File: src/rtl/sz_pkg.sv
package sz_pkg;
  localparam int unsigned PIX_W        = 2;
  localparam int unsigned STAT_W       = 8;
  localparam int unsigned STAT_VBL_BIT = 7;
  localparam int unsigned STAT_HIT_BIT = 6;

  typedef logic [PIX_W-1:0] pix_idx_t;

  typedef struct packed {
    logic bg_on;
    logic spr_on;
    logic bg_left_hide;
    logic spr_left_hide;
  } render_ctl_t;
endpackage

File: src/rtl/sz_frame_timer.sv
module sz_frame_timer #(
  parameter int unsigned DOTS_PER_LINE = 341,
  parameter int unsigned VIS_LINES     = 240,
  parameter int unsigned VBL_LINES     = 20,
  parameter int unsigned TOTAL_LINES   = VIS_LINES + VBL_LINES + 2,
  parameter int unsigned COL_W         = $clog2(DOTS_PER_LINE),
  parameter int unsigned LINE_W        = $clog2(TOTAL_LINES)
) (
  input  logic              clk,
  input  logic              rst_n,
  output logic [COL_W-1:0]  col_o,
  output logic [LINE_W-1:0] line_o,
  output logic              visible_line_o,
  output logic              vbl_start_o,
  output logic              vbl_stop_o
);
  localparam int unsigned VBL_START = VIS_LINES + 1;
  localparam int unsigned VBL_STOP  = VBL_START + VBL_LINES;
  localparam logic [COL_W-1:0]  LAST_COL  = COL_W'(DOTS_PER_LINE - 1);
  localparam logic [LINE_W-1:0] LAST_LINE = LINE_W'(TOTAL_LINES - 1);

  logic [COL_W-1:0]  col_q;
  logic [LINE_W-1:0] line_q;

  always_ff @(posedge clk or negedge rst_n) begin
    if (!rst_n) begin
      col_q  <= '0;
      line_q <= '0;
    end else if (col_q == LAST_COL) begin
      col_q  <= '0;
      line_q <= (line_q == LAST_LINE) ? '0 : line_q + 1'b1;
    end else begin
      col_q <= col_q + 1'b1;
    end
  end

  assign col_o          = col_q;
  assign line_o         = line_q;
  assign visible_line_o = (line_q < LINE_W'(VIS_LINES));
  assign vbl_start_o    = (line_q == LINE_W'(VBL_START)) && (col_q == '0);
  assign vbl_stop_o     = (line_q == LINE_W'(VBL_STOP)) && (col_q == '0);

  // dot wraps after the last dot of a line
  assert_col_wrap_R1: assert property (@(posedge clk) disable iff (!rst_n)
    (col_q == LAST_COL) |=> (col_q == '0));
  // line advances by one at a line end that is not the frame end
  assert_line_step_R1: assert property (@(posedge clk) disable iff (!rst_n)
    (col_q == LAST_COL && line_q != LAST_LINE) |=> (line_q == $past(line_q) + 1'b1));
  // line holds within a line
  assert_line_hold_R1: assert property (@(posedge clk) disable iff (!rst_n)
    (col_q != LAST_COL) |=> $stable(line_q));
  // frame end returns to line 0
  assert_frame_wrap_R1: assert property (@(posedge clk) disable iff (!rst_n)
    (col_q == LAST_COL && line_q == LAST_LINE) |=> (line_q == '0));
endmodule

File: src/rtl/sz_hit_qualify.sv
module sz_hit_qualify
  import sz_pkg::*;
#(
  parameter int unsigned COL_W     = 9,
  parameter int unsigned VIS_COLS  = 256,
  parameter int unsigned CLIP_COLS = 8
) (
  input  logic [COL_W-1:0] col_i,
  input  logic             visible_line_i,
  input  pix_idx_t         bg_pix_i,
  input  pix_idx_t         spr_pix_i,
  input  logic             spr_valid_i,
  input  render_ctl_t      ctl_i,
  output logic             hit_evt_o
);
  logic bg_opaque, spr_opaque, col_in_area, col_is_last, in_clip, layers_on;

  // Opacity of each layer is judged on its own index, never on a combination
  assign bg_opaque   = |bg_pix_i;
  assign spr_opaque  = spr_valid_i && (|spr_pix_i);
  assign col_in_area = (col_i < COL_W'(VIS_COLS));
  assign col_is_last = (col_i == COL_W'(VIS_COLS - 1));
  assign layers_on   = ctl_i.bg_on && ctl_i.spr_on;

  generate
    if (CLIP_COLS > 0) begin : g_clip
      assign in_clip = (col_i < COL_W'(CLIP_COLS)) &&
                       (ctl_i.bg_left_hide || ctl_i.spr_left_hide);
    end else begin : g_no_clip
      assign in_clip = 1'b0;
    end
  endgenerate

  assign hit_evt_o = visible_line_i && col_in_area && !col_is_last && !in_clip &&
                     layers_on && bg_opaque && spr_opaque;
endmodule

File: src/rtl/sz_status_regs.sv
module sz_status_regs
  import sz_pkg::*;
(
  input  logic              clk,
  input  logic              rst_n,
  input  logic              hit_evt_i,
  input  logic              vbl_start_i,
  input  logic              vbl_stop_i,
  input  logic              rd_stb_i,
  input  logic              nmi_en_i,
  output logic [STAT_W-1:0] status_o,
  output logic              nmi_o
);
  logic vbl_q, hit_q, nmi_q;

  always_ff @(posedge clk or negedge rst_n) begin
    if (!rst_n) begin
      vbl_q <= 1'b0;
      hit_q <= 1'b0;
      nmi_q <= 1'b0;
    end else begin
      if (vbl_start_i)     vbl_q <= 1'b1;
      else if (vbl_stop_i) vbl_q <= 1'b0;
      else if (rd_stb_i)   vbl_q <= 1'b0;

      if (vbl_stop_i)     hit_q <= 1'b0;
      else if (hit_evt_i) hit_q <= 1'b1;

      nmi_q <= vbl_start_i && nmi_en_i;
    end
  end

  always_comb begin
    status_o               = '0;
    status_o[STAT_VBL_BIT] = vbl_q;
    status_o[STAT_HIT_BIT] = hit_q;
  end

  assign nmi_o = nmi_q;

  // hit stays until the end-of-blank clear
  assert_hit_sticky_R7: assert property (@(posedge clk) disable iff (!rst_n)
    (hit_q && !vbl_stop_i) |=> hit_q);
  // both flags are low after the end-of-blank dot
  assert_flags_clear_R11: assert property (@(posedge clk) disable iff (!rst_n)
    vbl_stop_i |=> (!vbl_q && !hit_q));
  // NMI request lasts a single cycle
  assert_nmi_single_R9: assert property (@(posedge clk) disable iff (!rst_n)
    nmi_q |=> !nmi_q);
  // vertical-blank flag rises only from the start dot
  assert_vbl_rise_R8: assert property (@(posedge clk) disable iff (!rst_n)
    (!vbl_q && !vbl_start_i) |=> !vbl_q);
  // a read clears the vertical-blank flag unless blank starts on that dot
  assert_read_clear_R10: assert property (@(posedge clk) disable iff (!rst_n)
    (rd_stb_i && !vbl_start_i) |=> !vbl_q);
endmodule

File: src/rtl/sprite_zero_status.sv
module sprite_zero_status
  import sz_pkg::*;
#(
  parameter int unsigned DOTS_PER_LINE = 341,
  parameter int unsigned VIS_LINES     = 240,
  parameter int unsigned VBL_LINES     = 20,
  parameter int unsigned VIS_COLS      = 256,
  parameter int unsigned CLIP_COLS     = 8,
  localparam int unsigned TOTAL_LINES  = VIS_LINES + VBL_LINES + 2,
  localparam int unsigned COL_W        = $clog2(DOTS_PER_LINE),
  localparam int unsigned LINE_W       = $clog2(TOTAL_LINES)
) (
  input  logic              clk,
  input  logic              rst_n,
  input  logic [PIX_W-1:0]  bg_pix,
  input  logic [PIX_W-1:0]  spr0_pix,
  input  logic              spr0_valid,
  input  logic              bg_on,
  input  logic              spr_on,
  input  logic              bg_left_hide,
  input  logic              spr_left_hide,
  input  logic              nmi_en,
  input  logic              rd_stb,
  output logic [COL_W-1:0]  dot_col,
  output logic [LINE_W-1:0] scan_line,
  output logic [STAT_W-1:0] status_byte,
  output logic              nmi_req
);
  logic        visible_line, vbl_start, vbl_stop, hit_evt;
  render_ctl_t ctl;

  assign ctl = '{bg_on: bg_on, spr_on: spr_on,
                 bg_left_hide: bg_left_hide, spr_left_hide: spr_left_hide};

  sz_frame_timer #(
    .DOTS_PER_LINE(DOTS_PER_LINE), .VIS_LINES(VIS_LINES), .VBL_LINES(VBL_LINES),
    .TOTAL_LINES(TOTAL_LINES), .COL_W(COL_W), .LINE_W(LINE_W)
  ) u_timer (
    .clk(clk), .rst_n(rst_n), .col_o(dot_col), .line_o(scan_line),
    .visible_line_o(visible_line), .vbl_start_o(vbl_start), .vbl_stop_o(vbl_stop)
  );

  sz_hit_qualify #(
    .COL_W(COL_W), .VIS_COLS(VIS_COLS), .CLIP_COLS(CLIP_COLS)
  ) u_qual (
    .col_i(dot_col), .visible_line_i(visible_line), .bg_pix_i(bg_pix),
    .spr_pix_i(spr0_pix), .spr_valid_i(spr0_valid), .ctl_i(ctl), .hit_evt_o(hit_evt)
  );

  sz_status_regs u_stat (
    .clk(clk), .rst_n(rst_n), .hit_evt_i(hit_evt), .vbl_start_i(vbl_start),
    .vbl_stop_i(vbl_stop), .rd_stb_i(rd_stb), .nmi_en_i(nmi_en),
    .status_o(status_byte), .nmi_o(nmi_req)
  );

  // the last pixel column never starts a hit
  assert_no_last_col_R3: assert property (@(posedge clk) disable iff (!rst_n)
    (dot_col == COL_W'(VIS_COLS - 1) && !status_byte[STAT_HIT_BIT]) |=> !status_byte[STAT_HIT_BIT]);
  // a new hit needs both layers opaque on the previous dot
  assert_opaque_R2: assert property (@(posedge clk) disable iff (!rst_n)
    $rose(status_byte[STAT_HIT_BIT]) |-> $past((|bg_pix) && (|spr0_pix) && spr0_valid));
  // a disabled layer blocks a new hit
  assert_layers_R4: assert property (@(posedge clk) disable iff (!rst_n)
    ((!bg_on || !spr_on) && !status_byte[STAT_HIT_BIT]) |=> !status_byte[STAT_HIT_BIT]);
  // unused status bits stay low
  assert_spare_bits_R12: assert property (@(posedge clk) disable iff (!rst_n)
    (status_byte[STAT_W-3:0] == '0));
endmodule

File: config.mk
export PLATFORM = sky130hd
export DESIGN_NAME = sprite_zero_status
export DESIGN_NICKNAME = d
export VERILOG_FILES = /design/src/rtl/sz_pkg.sv /design/src/rtl/sz_frame_timer.sv /design/src/rtl/sz_hit_qualify.sv /design/src/rtl/sz_status_regs.sv /design/src/rtl/sprite_zero_status.sv
export SDC_FILE = /design/constraint.sdc
export NUM_CORES = 1
export LEC_CHECK = 0
export BUFFER_PORTS_ARGS = -buffer_cell sky130_fd_sc_hd__buf_2
export CAP_MARGIN = 20
export CORE_MARGIN = 10
export CORE_UTILIZATION = 53
export CTS_CLUSTER_DIAMETER = 40
export DETAILED_ROUTE_END_ITERATION = 8
export PLACE_DENSITY = 0.84
export SYNTH_ARGS = -nofsm -noshare
export SYNTH_HDL_FRONTEND = slang
export SYNTH_SLANG_ARGS = --single-unit
File: constraint.sdc
create_clock -name clk -period 5.09 [get_ports clk]
set_input_delay 1.527 -clock clk [delete_from_list [all_inputs] [get_ports clk]]
set_output_delay 1.527 -clock clk [all_outputs]
set_load 0.02 [all_outputs]
# After elaboration in Yosys (flattened, before gate mapping)

Index checks and enable logic that the tools add are counted.

Word-level logic and storage cells: 41
ROM bits: 0
Bits in writable memories: 0
Bits in registers: 21
Memories: 0
Latch bits: 0
Output and inout port bits: 27

Multiply operators: 0
Muxes and demuxes: 7
Shift operators: 0
Bitwise logic cells: 0
Eq/ne operators: 4
Reductions and logical operators: 20
Add/sub/neg operators: 2
Div/mod/pow operators: 0
$lt $le $gt $ge: 3

Operators with widths:

| kind                                                                   | number |
|---|---|
| 9-bit by 1-bit adder with 9-bit output (second input constant)         | 2 |
| 9-bit by 8-bit equality test with 1-bit output (second input constant) | 2 |
| 9-bit equality test (second input constant)                            | 2 |
| 9-bit two-way mux                                                      | 2 |
| 1-bit logical AND                                                      | 12 |
| 9-bit logical NOT                                                      | 1 |
| 9-bit by 4-bit < comparator with 1-bit output (second input constant)  | 1 |
| 9-bit by 8-bit < comparator with 1-bit output (second input constant)  | 1 |
| 9-bit < comparator (second input constant)                             | 1 |
| 1-bit two-way mux                                                      | 5 |
| 2-bit OR reduction                                                     | 2 |
| 3-bit nonzero test                                                     | 1 |
| 1-bit logical NOT                                                      | 2 |
| 2-bit nonzero test                                                     | 1 |
| 1-bit logical OR                                                       | 1 |

# Longest topological paths before layout

Gate-level depths: netlist of the first run.

Depth in word-level cells: 9
Depth in mapped cells: 7

# Hierarchy

A second synthesis of the first run with hierarchy kept.

Cells, all modules: 119
Area, all modules: 1177.4 um^2

By module, submodules not included:

| module         | cells an instance | instances | area each (um^2) | sequential area each (um^2) |
|---|---|---|---|---|
| sz_frame_timer | 92                | 1         | 942.2            | 450.4 |
| sz_status_regs | 17                | 1         | 163.9            | 75.1 |
| sz_hit_qualify | 10                | 1         | 71.3             | 0.0 |

# Worst setup path before layout of the first run

Ideal clock, no wire load.

Kind: input-to-reg
Start point: input port spr_left_hide
End point: register u_stat.hit_q
Arrival time: 1.934 ns
Library setup time: 0.138 ns
Stages on the path: 4
Path slack: 3.018 ns
Cell sequence: nor2_1 > o31a_1 > a31oi_1 > a21oi_1

Cells in the longest elaborated chain, start to end: 8

RTL lines:

| element                        | line                     | RTL |
|---|---|---|
| start, declared                | sprite_zero_status.sv:21 | `input logic spr_left_hide,` |
| 1-bit logical OR               | sz_hit_qualify.sv:28     | `(ctl_i.bg_left_hide \|\| ctl_i.spr_left_hide);` |
| 1-bit logical AND              | sz_hit_qualify.sv:27     | `assign in_clip = (col_i < COL_W'(CLIP_COLS)) &&` |
| 1-bit logical NOT              | sz_hit_qualify.sv:34     | `assign hit_evt_o = visible_line_i && col_in_area && !col_is_last && !in_clip &&` |
| 1-bit logical AND (2 in a row) | sz_hit_qualify.sv:34     |  |
| 1-bit logical AND (2 in a row) | sz_hit_qualify.sv:35     | `layers_on && bg_opaque && spr_opaque;` |
| 2-bit nonzero test (no line)   | n/a                      |  |
| end signal, assigned           | sz_status_regs.sv:19     | `hit_q <= 1'b0;` |
| end signal, assigned           | sz_status_regs.sv:26     | `if (vbl_stop_i) hit_q <= 1'b0;` |
| end signal, assigned           | sz_status_regs.sv:27     | `else if (hit_evt_i) hit_q <= 1'b1;` |
| end, declared                  | sz_status_regs.sv:14     | `logic vbl_q, hit_q, nmi_q;` |

No other way between the ends.
A chain may end at the register's enable or synchronous reset.

# Worst setup path in the final report of the first run

Start point: register u_timer.line_q[2], in the netlist u_timer.line_o[2]
End point: output port scan_line[2]

RTL lines:

| element                | line                     | RTL |
|---|---|---|
| start, declared        | sz_frame_timer.sv:23     | `logic [LINE_W-1:0] line_q;` |
| start signal, assigned | sz_frame_timer.sv:31     | `line_q <= (line_q == LAST_LINE) ? '0 : line_q + 1'b1;` |
| end, declared          | sprite_zero_status.sv:25 | `output logic [LINE_W-1:0] scan_line,` |

No word-level cell between the ends.

==> results.yml, run 1 <==
clocking:
  clock_path_buffers: 2
  cts_tree: "yes"
  cts_resized: 0
  clock_latency_ns: 0.29
  path_clk_slew_ns: 0.11
  cts_htree_levels: 1
  clkSinkCount: 21
  cts_root_buf: "clkbuf_4"
  cts_inserted_buffers: 3
  postCtsSetupBuffers: 0
  postCtsHoldBufs: 0
power:
  powerDensity_nw_per_um2: 193.6
  p_sw_share_pct: 21.98
  leakage_nw: 0.6501
  combPwrFrac_pct: 5.7
  p_switching_mw: 0.05704
  vdd_ir_drop_max_uv: 153.2
  intPower_mw: 0.2024
  p_seq_share_pct: 64.5
  pwr-share-clk_pct: 29.8
synthesis:
  synth_top_cell_area_share_pct: 45.06
  syn_inst: 118
  ys_top_cells_by_area: "dfrtp_1, ha_1, buf_4"
  synth-compound-area-share_pct: 11.48
  synthTopCellsByCount: "dfrtp_1, nor2_1, buf_4"
  synth_area_per_cell_um2: 9.882
  synth_area_um2: 1166
  synth-adder-area-share_pct: 5.365
  synth_cell_types: 37
  yosys_warnings: 0
  synthArstFlopShare_pct: 100.0
  synth_top_area_cell: "dfrtp_1"
  synth-seq-area-share_pct: 45.06
  yosysMostFrequentCell: "dfrtp_1"
  synthMuxAreaShare_pct: 0.9657
  synth-simple-area-share_pct: 24.68
  synth_top_family_by_area: "simple AND/OR/NAND/NOR gates"
  synth_edf_count: 0
  synth_xor_area_share_pct: 4.506
  yosys_most_used_dff: "dfrtp_1"
  ys_ff_latch: 21
worst_hold_path:
  hp-class: "flip-flop to flip-flop"
drt:
  drt_pass1_iterations: 4
  drcViolationCount: 0
  drt_iter0_drc: 52
  dr_total_vias: 974
  detail_route.wl_per_cell_um: 14.58
  ant_nets: 0
  wl_mm: 2.580
  viasPerCell: 5.503
placed_design:
  postPlaceCellArea_um2: 1314
  port_buffers: 33
  gp_congestion: 0.8509
  dp_hpwl_mm: 2.074
sta:
  post-route-period-util_pct: 50.01
  max_freq_ghz: 0.3929
  tns_ns: 0
  period_needed_ns: 2.545
  slew_viol_final: 0
  setup_viol: 0
  slew_headroom_pct: 33.33
  rsz0062_at_grt: "no"
  worst_slew_pin_slew_ns: 0.9917
  finClkSkew_ns: 0.004851
  report.final.hold_viol_count: 0
setup_path:
  cp_slowest_stage_delay_ns: 0.50
  cp_max_fo: 9
  worstPathArrival_ns: 1.02
  setup.worst_path.end_class: "output pin"
  crit_path_top_delay_cell: "dfrtp_1"
  critPathBufInv: 1
  critPathRequiredTime_ns: 3.56
  cp_top_family: "flip-flops"
  start_kind: "flip-flop"
  path_cells: "buf_2"
  worstSetupPathType: "flip-flop to output pin"
grt:
  overflow: 0
  grt_max_degree: 22
  grt_pass1_vias: 975
  grt_pass1_wl_mm: 4.326
  grt_util_all_layers_pct: 11.72
  antenna_found_initial: 0
floorplanning:
  rows: 16
  die_area_um2: 4476
  ios: 40
  die_w_um: 66.91
  die_y_um: 66.91
  core_area_um2: 2022
  initial_utilization_pct: 57.67
layout:
  fill_cells: 167
  stdcell_area_um2: 1340
  nets: 169
  regArea_um2: 525.5
  syn_to_final_growth_pct: 14.91
  drive_above_1_share_pct: 26.67
  multi_input_area_um2: 570.5
  fin_util_pct: 66.27
  n_antenna_cell: 0
status:
  outcome: "complete, no violations"
run:
  maxCapViolCount: 0
stage by stage:
stage	hold WS (ns)	power, mW	std cells	worst slack (ns)
final	0.5197	0.2595	177	2.545
after global routing	0.5423	0.2726	177	2.476
after CTS	0.5249	0.2620	177	2.536
after detailed placement	0.5163	0.1855	173	2.880
after global placement	0.4769	0.1852	173	2.881
after floorplan	0.4923	0.1814	123	3.018
logic make-up after synthesis:
family	Yosys count
compound gates	21
xor+xnor	6
fa+ha+maj	5
buf+inv	15
flops	21
mux	1
other cells	1
simple gates	48
cells in the final DEF (no fill, tap or decap), types with 2 or more instances in the layout:
cell      instances
nor2_1           11
o22ai_1           2
nand4_1           4
xnor2_1           5
o31ai_1           2
dfrtp_1          21
ha_1              5
and3_1            4
o21ai_1           5
nor3b_1           2
clkbuf_4          3
nand2_1           4
nor2b_1           2
a22o_1            2
nor4_2            2
inv_1             5
nor3_1            2
nand3_1           5
and2_1            2
nand2b_1          3
conb_1            6
buf_2            33
a21oi_1           4
o21ai_0           2
metal layers:
layer,GRT usage (%),share of wire [%]
met5,0,0
met4,1.795,1.4
met3,5.518,11
met2,20.14,46
met1,13.08,41
final timing paths:
check                                   from           endpoint  slack, ns  depth (start not counted)
max                        u_timer.line_o[2]       scan_line[2]       2.54                          1
min                         u_timer.col_o[0]   u_timer.col_o[0]       0.52                          1
max reg2reg                 u_timer.col_o[0]  u_timer.line_o[4]       2.92                          6
min reg2reg                 u_timer.col_o[0]   u_timer.col_o[0]       0.52                          1
max in group asynchronous              rst_n   u_timer.col_o[0]       3.60                          1
min in group asynchronous              rst_n  u_timer.line_o[6]       1.17                          1
power by group through the flow:
stage / combinational, mW / sequential [mW] / clock, mW
after floorplan: 0.0107 / 0.171 / 0
after CTS: 0.0149 / 0.167 / 0.0797
after detailed placement: 0.0148 / 0.171 / 0
after global routing: 0.0165 / 0.168 / 0.0885
after global placement: 0.0145 / 0.171 / 0
final: 0.0147 / 0.167 / 0.0773
sequential cells by signal (all words and copies together), names as in the netlist:
signal / count
u_stat.hit_q: 1
u_stat.nmi_o: 1
u_stat.vbl_q: 1
u_timer.col_o: 9
u_timer.line_o: 9
layout make-up:
cell class | count | area share (%)
sequential | 21 | 39.22
multi-input combinational | 87 | 42.58
tap | 27 | 2.521
timing repair buffer | 33 | 12.32
inverter | 5 | 1.401
clock buffer | 4 | 1.961
Power figures use the tool's default switching activity.
==> run 2: changes to the inputs <==
--- a/config.mk
+++ b/config.mk
@@ -8,10 +8,10 @@
 export BUFFER_PORTS_ARGS = -buffer_cell sky130_fd_sc_hd__buf_2
 export CAP_MARGIN = 20
 export CORE_MARGIN = 10
-export CORE_UTILIZATION = 53
+export CORE_UTILIZATION = 44
 export CTS_CLUSTER_DIAMETER = 40
 export DETAILED_ROUTE_END_ITERATION = 8
-export PLACE_DENSITY = 0.84
+export PLACE_DENSITY = 0.74
 export SYNTH_ARGS = -nofsm -noshare
 export SYNTH_HDL_FRONTEND = slang
 export SYNTH_SLANG_ARGS = --single-unit
==> constraint.sdc (replaced) <==
create_clock -name clk -period 2.2 [get_ports clk]
set_input_delay 0.66 -clock clk [delete_from_list [all_inputs] [get_ports clk]]
set_output_delay 0.66 -clock clk [all_outputs]
set_load 0.02 [all_outputs]
==> results.yml, run 2 (same netlist as run 1, synthesis figures left out) <==
sta:
  rsz0062_at_grt: "no"
  setup_viol: 0
  report.final.hold_viol_count: 0
  max_freq_ghz: 0.5170
  period_needed_ns: 1.934
  finClkSkew_ns: 0.004444
  hold_slack_ns: 0.3015
  slew_viol_final: 0
  post-route-period-util_pct: 87.92
  tns_ns: 0
drt:
  dr_total_vias: 980
  detail_route.wl_per_cell_um: 14.86
  ant_nets: 0
  viasPerCell: 5.385
  wl_mm: 2.704
  drcViolationCount: 0
  drt_pass1_iterations: 4
  drt_iter0_drc: 30
setup_path:
  path_cells: "inv_1, ha_1, nand2b_1, or4_4, nor3_2, mux2_1"
  critPathRequiredTime_ns: 2.39
  worstPathArrival_ns: 2.13
  cp_max_fo: 6
  crit_path_top_delay_cell: "or4_4"
  worstSetupPathType: "flip-flop to flip-flop"
  r2r_cells: 6
  cp_top_family: "simple AND/OR/NAND/NOR gates"
  start_kind: "flip-flop"
  crit_cells: 6
  cp_slowest_stage_delay_ns: 0.55
  setup.worst_path.end_class: "flip-flop"
  critPathBufInv: 1
power:
  vdd_ir_drop_max_uv: 219.2
  powerDensity_nw_per_um2: 446.7
  leakage_nw: 0.6610
placed_design:
  postPlaceCellArea_um2: 1333
  port_buffers: 33
  gp_congestion: 0.9317
  dp_hpwl_mm: 2.106
clocking:
  cts_inserted_buffers: 3
  postCtsHoldBufs: 0
  cts_resized: 0
  cts_tree: "yes"
  clock_path_buffers: 2
  cts_root_buf: "clkbuf_4"
  clkSinkCount: 21
  postCtsSetupBuffers: 0
  clock_latency_ns: 0.30
  path_clk_slew_ns: 0.12
  cts_htree_levels: 1
grt:
  grt_pass1_wl_mm: 4.802
  grt_pass1_vias: 1018
  grt_util_all_layers_pct: 11.16
  antenna_found_initial: 0
  overflow: 0
  grt_max_degree: 22
layout:
  nets: 171
  syn_to_final_growth_pct: 16.52
  final_common_cell: "buf_2"
  fill_cells: 228
  n_antenna_cell: 0
  final_cell_mix: "buf_2, dfrtp_1, nor2_1"
  stdcell_area_um2: 1359
  drive_above_1_share_pct: 27.63
run:
  maxCapViolCount: 0
floorplanning:
  ios: 40
  initial_utilization_pct: 46.65
  die_w_um: 71.48
  die_y_um: 71.48
  die_area_um2: 5109
  rows: 18
  core_area_um2: 2500
status:
  outcome: "complete, no violations"
worst_hold_path:
  hp-class: "input pin to asynchronous set/reset pin"
run 2: changes by cell type in the layout (fill, tap and decap cells not counted), sizes merged:
cell | before | now
buf | 33 | 35
run 2: worst reg2reg max path, delay by kind of cell (launching register included):
family | cells | cell delay, ns
fa+ha+maj | 1 | 0.13
simple gates | 3 | 0.85
buf+inv | 1 | 0.07
flops | 1 | 0.44
mux | 1 | 0.33
run 2: metrics by stage:
| step | worst slack [ns] | std cells | total power, mW | utilization, % |
|---|---|---|---|---|
| floorplan | 0.2714 | 123 | 0.4198 | - |
| global placement | 0.3436 | 178 | 0.4287 | 53.30 |
| detailed placement | 0.2682 | 178 | 0.4294 | 53.30 |
| CTS | 0.2514 | 182 | 0.6151 | 54.35 |
| global route | 0.1482 | 182 | 0.6359 | 54.35 |
| finish | 0.2658 | 182 | 0.6069 | 54.35 |
run 2: where the power goes:
group / internal [mW] / switching (mW) / leakage, nW / total, mW
clock network: 0.0706 / 0.115 / 0.0150 / 0.185
logic: 0.0109 / 0.0233 / 0.372 / 0.0342
registers: 0.387 / 0.000484 / 0.274 / 0.387
run 2: layer usage:
| metal | track usage (%) | wire length [um] | up-vias |
|---|---|---|---|
| met5 | 0 | 0 | - |
| met4 | 5.161 | 40 | 0 |
| met3 | 3.857 | 287 | 2 |
| met2 | 18.63 | 1292 | 37 |
| met1 | 12.45 | 1082 | 466 |
| li1 | - | - | 475 |
run 2: final cells by class:
cell class	count	area (um^2)	share of cell area, %
clock buffers	4	26.28	1.934
inverters	5	18.77	1.381
multi-input cells	87	570.5	41.99
flip-flops and latches	21	525.5	38.67
well taps	30	37.54	2.762
repair buffers	35	180.2	13.26
run 2: final timing paths:
kind | slack (ns) | from | endpoint
max | 0.27 | u_timer.col_o[0] | u_timer.line_o[7]
min | 0.30 | rst_n | u_timer.col_o[7]
max reg2reg | 0.27 | u_timer.col_o[0] | u_timer.line_o[7]
min reg2reg | 0.51 | u_timer.col_o[0] | u_timer.col_o[0]
max in group asynchronous | 1.57 | rst_n | u_timer.line_o[8]
min in group clk | 0.51 | u_timer.col_o[0] | u_timer.col_o[0]
==> run 3: changes to the inputs <==
==> constraint.sdc (replaced) <==
create_clock -name clk -period 2.2 [get_ports clk]
set_input_delay 0.11 -clock clk [delete_from_list [all_inputs] [get_ports clk]]
set_output_delay 0.11 -clock clk [all_outputs]
set_load 0.02 [all_outputs]
==> results.yml, run 3 (same netlist as run 1, synthesis figures left out) <==
drt:
  wl_mm: 2.703
  drt_pass1_iterations: 4
  drcViolationCount: 0
  drt_iter0_drc: 29
  detail_route.wl_per_cell_um: 14.77
  wl_met3_um: 275
  ant_nets: 0
  viasPerCell: 5.361
  dr_total_vias: 981
  wl_met1_mm: 1.095
  met2_length_mm: 1.292
  top_layer: "met4"
setup_path:
  worstSetupPathType: "flip-flop to flip-flop"
  worstPathArrival_ns: 2.13
  critPathRequiredTime_ns: 2.39
  setup.worst_path.end_class: "flip-flop"
  cp_max_fo: 6
  start_kind: "flip-flop"
grt:
  grt_max_degree: 22
  grt_util_all_layers_pct: 11.19
  antenna_found_initial: 0
  overflow: 0
  grt_pass1_wl_mm: 4.816
  grt_pass1_vias: 1016
placed_design:
  gp_congestion: 0.9317
  port_buffers: 33
  dp_slack_ns: 0.2682
  dp_hpwl_mm: 2.106
power:
  leakage_nw: 0.6652
  vdd_ir_drop_max_uv: 219.4
  total_power_mw: 0.6082
  powerDensity_nw_per_um2: 444.3
floorplanning:
  initial_utilization_pct: 46.65
  die_area_um2: 5109
  rows: 18
  die_w_um: 71.48
  die_y_um: 71.48
  core_area_um2: 2500
  ios: 40
clocking:
  cts_inserted_buffers: 3
  cts_root_buf: "clkbuf_4"
  clock_path_buffers: 2
  cts_htree_levels: 1
  cts_tree: "yes"
  postCtsSetupBuffers: 0
  clkSinkCount: 21
  path_clk_slew_ns: 0.12
  clock_latency_ns: 0.30
run:
  maxCapViolCount: 0
layout:
  n_antenna_cell: 0
  drive_above_1_share_pct: 27.45
  fin_util_pct: 54.75
  final_common_cell: "buf_2"
  final_cell_mix: "buf_2, dfrtp_1, nor2_1"
  syn_to_final_growth_pct: 17.38
  fill_cells: 227
  nets: 172
sta:
  report.final.hold_viol_count: 0
  slew_viol_final: 0
  tns_ns: 0
  fin_ws_ns: 0.2658
  rsz0062_at_grt: "no"
  post-route-period-util_pct: 87.92
  max_freq_ghz: 0.5170
  finClkSkew_ns: 0.004444
  setup_viol: 0
  period_needed_ns: 1.934
worst_hold_path:
  hp-class: "input pin to flip-flop"
status:
  outcome: "complete, no violations"
-- run 3: power by group --
group,internal (mW),switching (mW),total (mW)
sequential,0.387,0.000484,0.387
clock,0.0706,0.115,0.185
combinational,0.0121,0.0234,0.0355
total,0.470,0.139,0.608
-- run 3: timing repair --
| action | CTS | global route |
|---|---|---|
| hold buffers | 1 | 0 |
| gates resized for setup | 0 | 0 |
| hold endpoints to repair | 21 | 0 |
-- run 3: stage by stage --
stage	hold WS, ns	std cells	cell area (um^2)
floorplan	-0.1856	123	1185
global placement	0.08886	178	1333
detailed placement	0.09788	178	1333
CTS	0.07017	183	1369
global route	0.06761	183	1369
finish	0.07643	183	1369
-- run 3: critical path, stage by stage, from the launching register on --
cell and delay [ns]:
dfrtp_1 0.44, inv_1 0.07, ha_1 0.13, nand2b_1 0.10, or4_4 0.55, nor3_2 0.20
mux2_1 0.33
-- run 3: worst paths after layout --
kind	startpoint	end	slack, ns	depth (start not counted)
hold / removal	nmi_en	u_stat.nmi_o	0.08	2
max in group asynchronous	rst_n	u_timer.line_o[8]	1.59	2
min in group asynchronous	rst_n	u_timer.col_o[7]	0.28	2
setup reg to reg	u_timer.col_o[0]	u_timer.line_o[7]	0.27	6
setup / recovery	u_timer.col_o[0]	u_timer.line_o[7]	0.27	6
hold reg to reg	u_timer.col_o[0]	u_timer.col_o[0]	0.51	1
-- run 3: area by class of cell --
class                           count  area [um^2]  share of cell area (%)
Timing Repair Buffer               36        190.2                   13.89
Inverter                            5        18.77                   1.371
Tap cell                           30        37.54                   2.742
Sequential cell                    21        525.5                   38.39
Clock buffer                        4        26.28                   1.920
Multi-Input combinational cell     87        570.5                   41.68
-- run 3: layer usage --
metal | global-route usage, % | vias up
met2 | 18.63 | 32
met3 | 3.857 | 2
li1 | - | 477
met5 | 0 | -
met4 | 5.161 | 0
met1 | 12.53 | 470
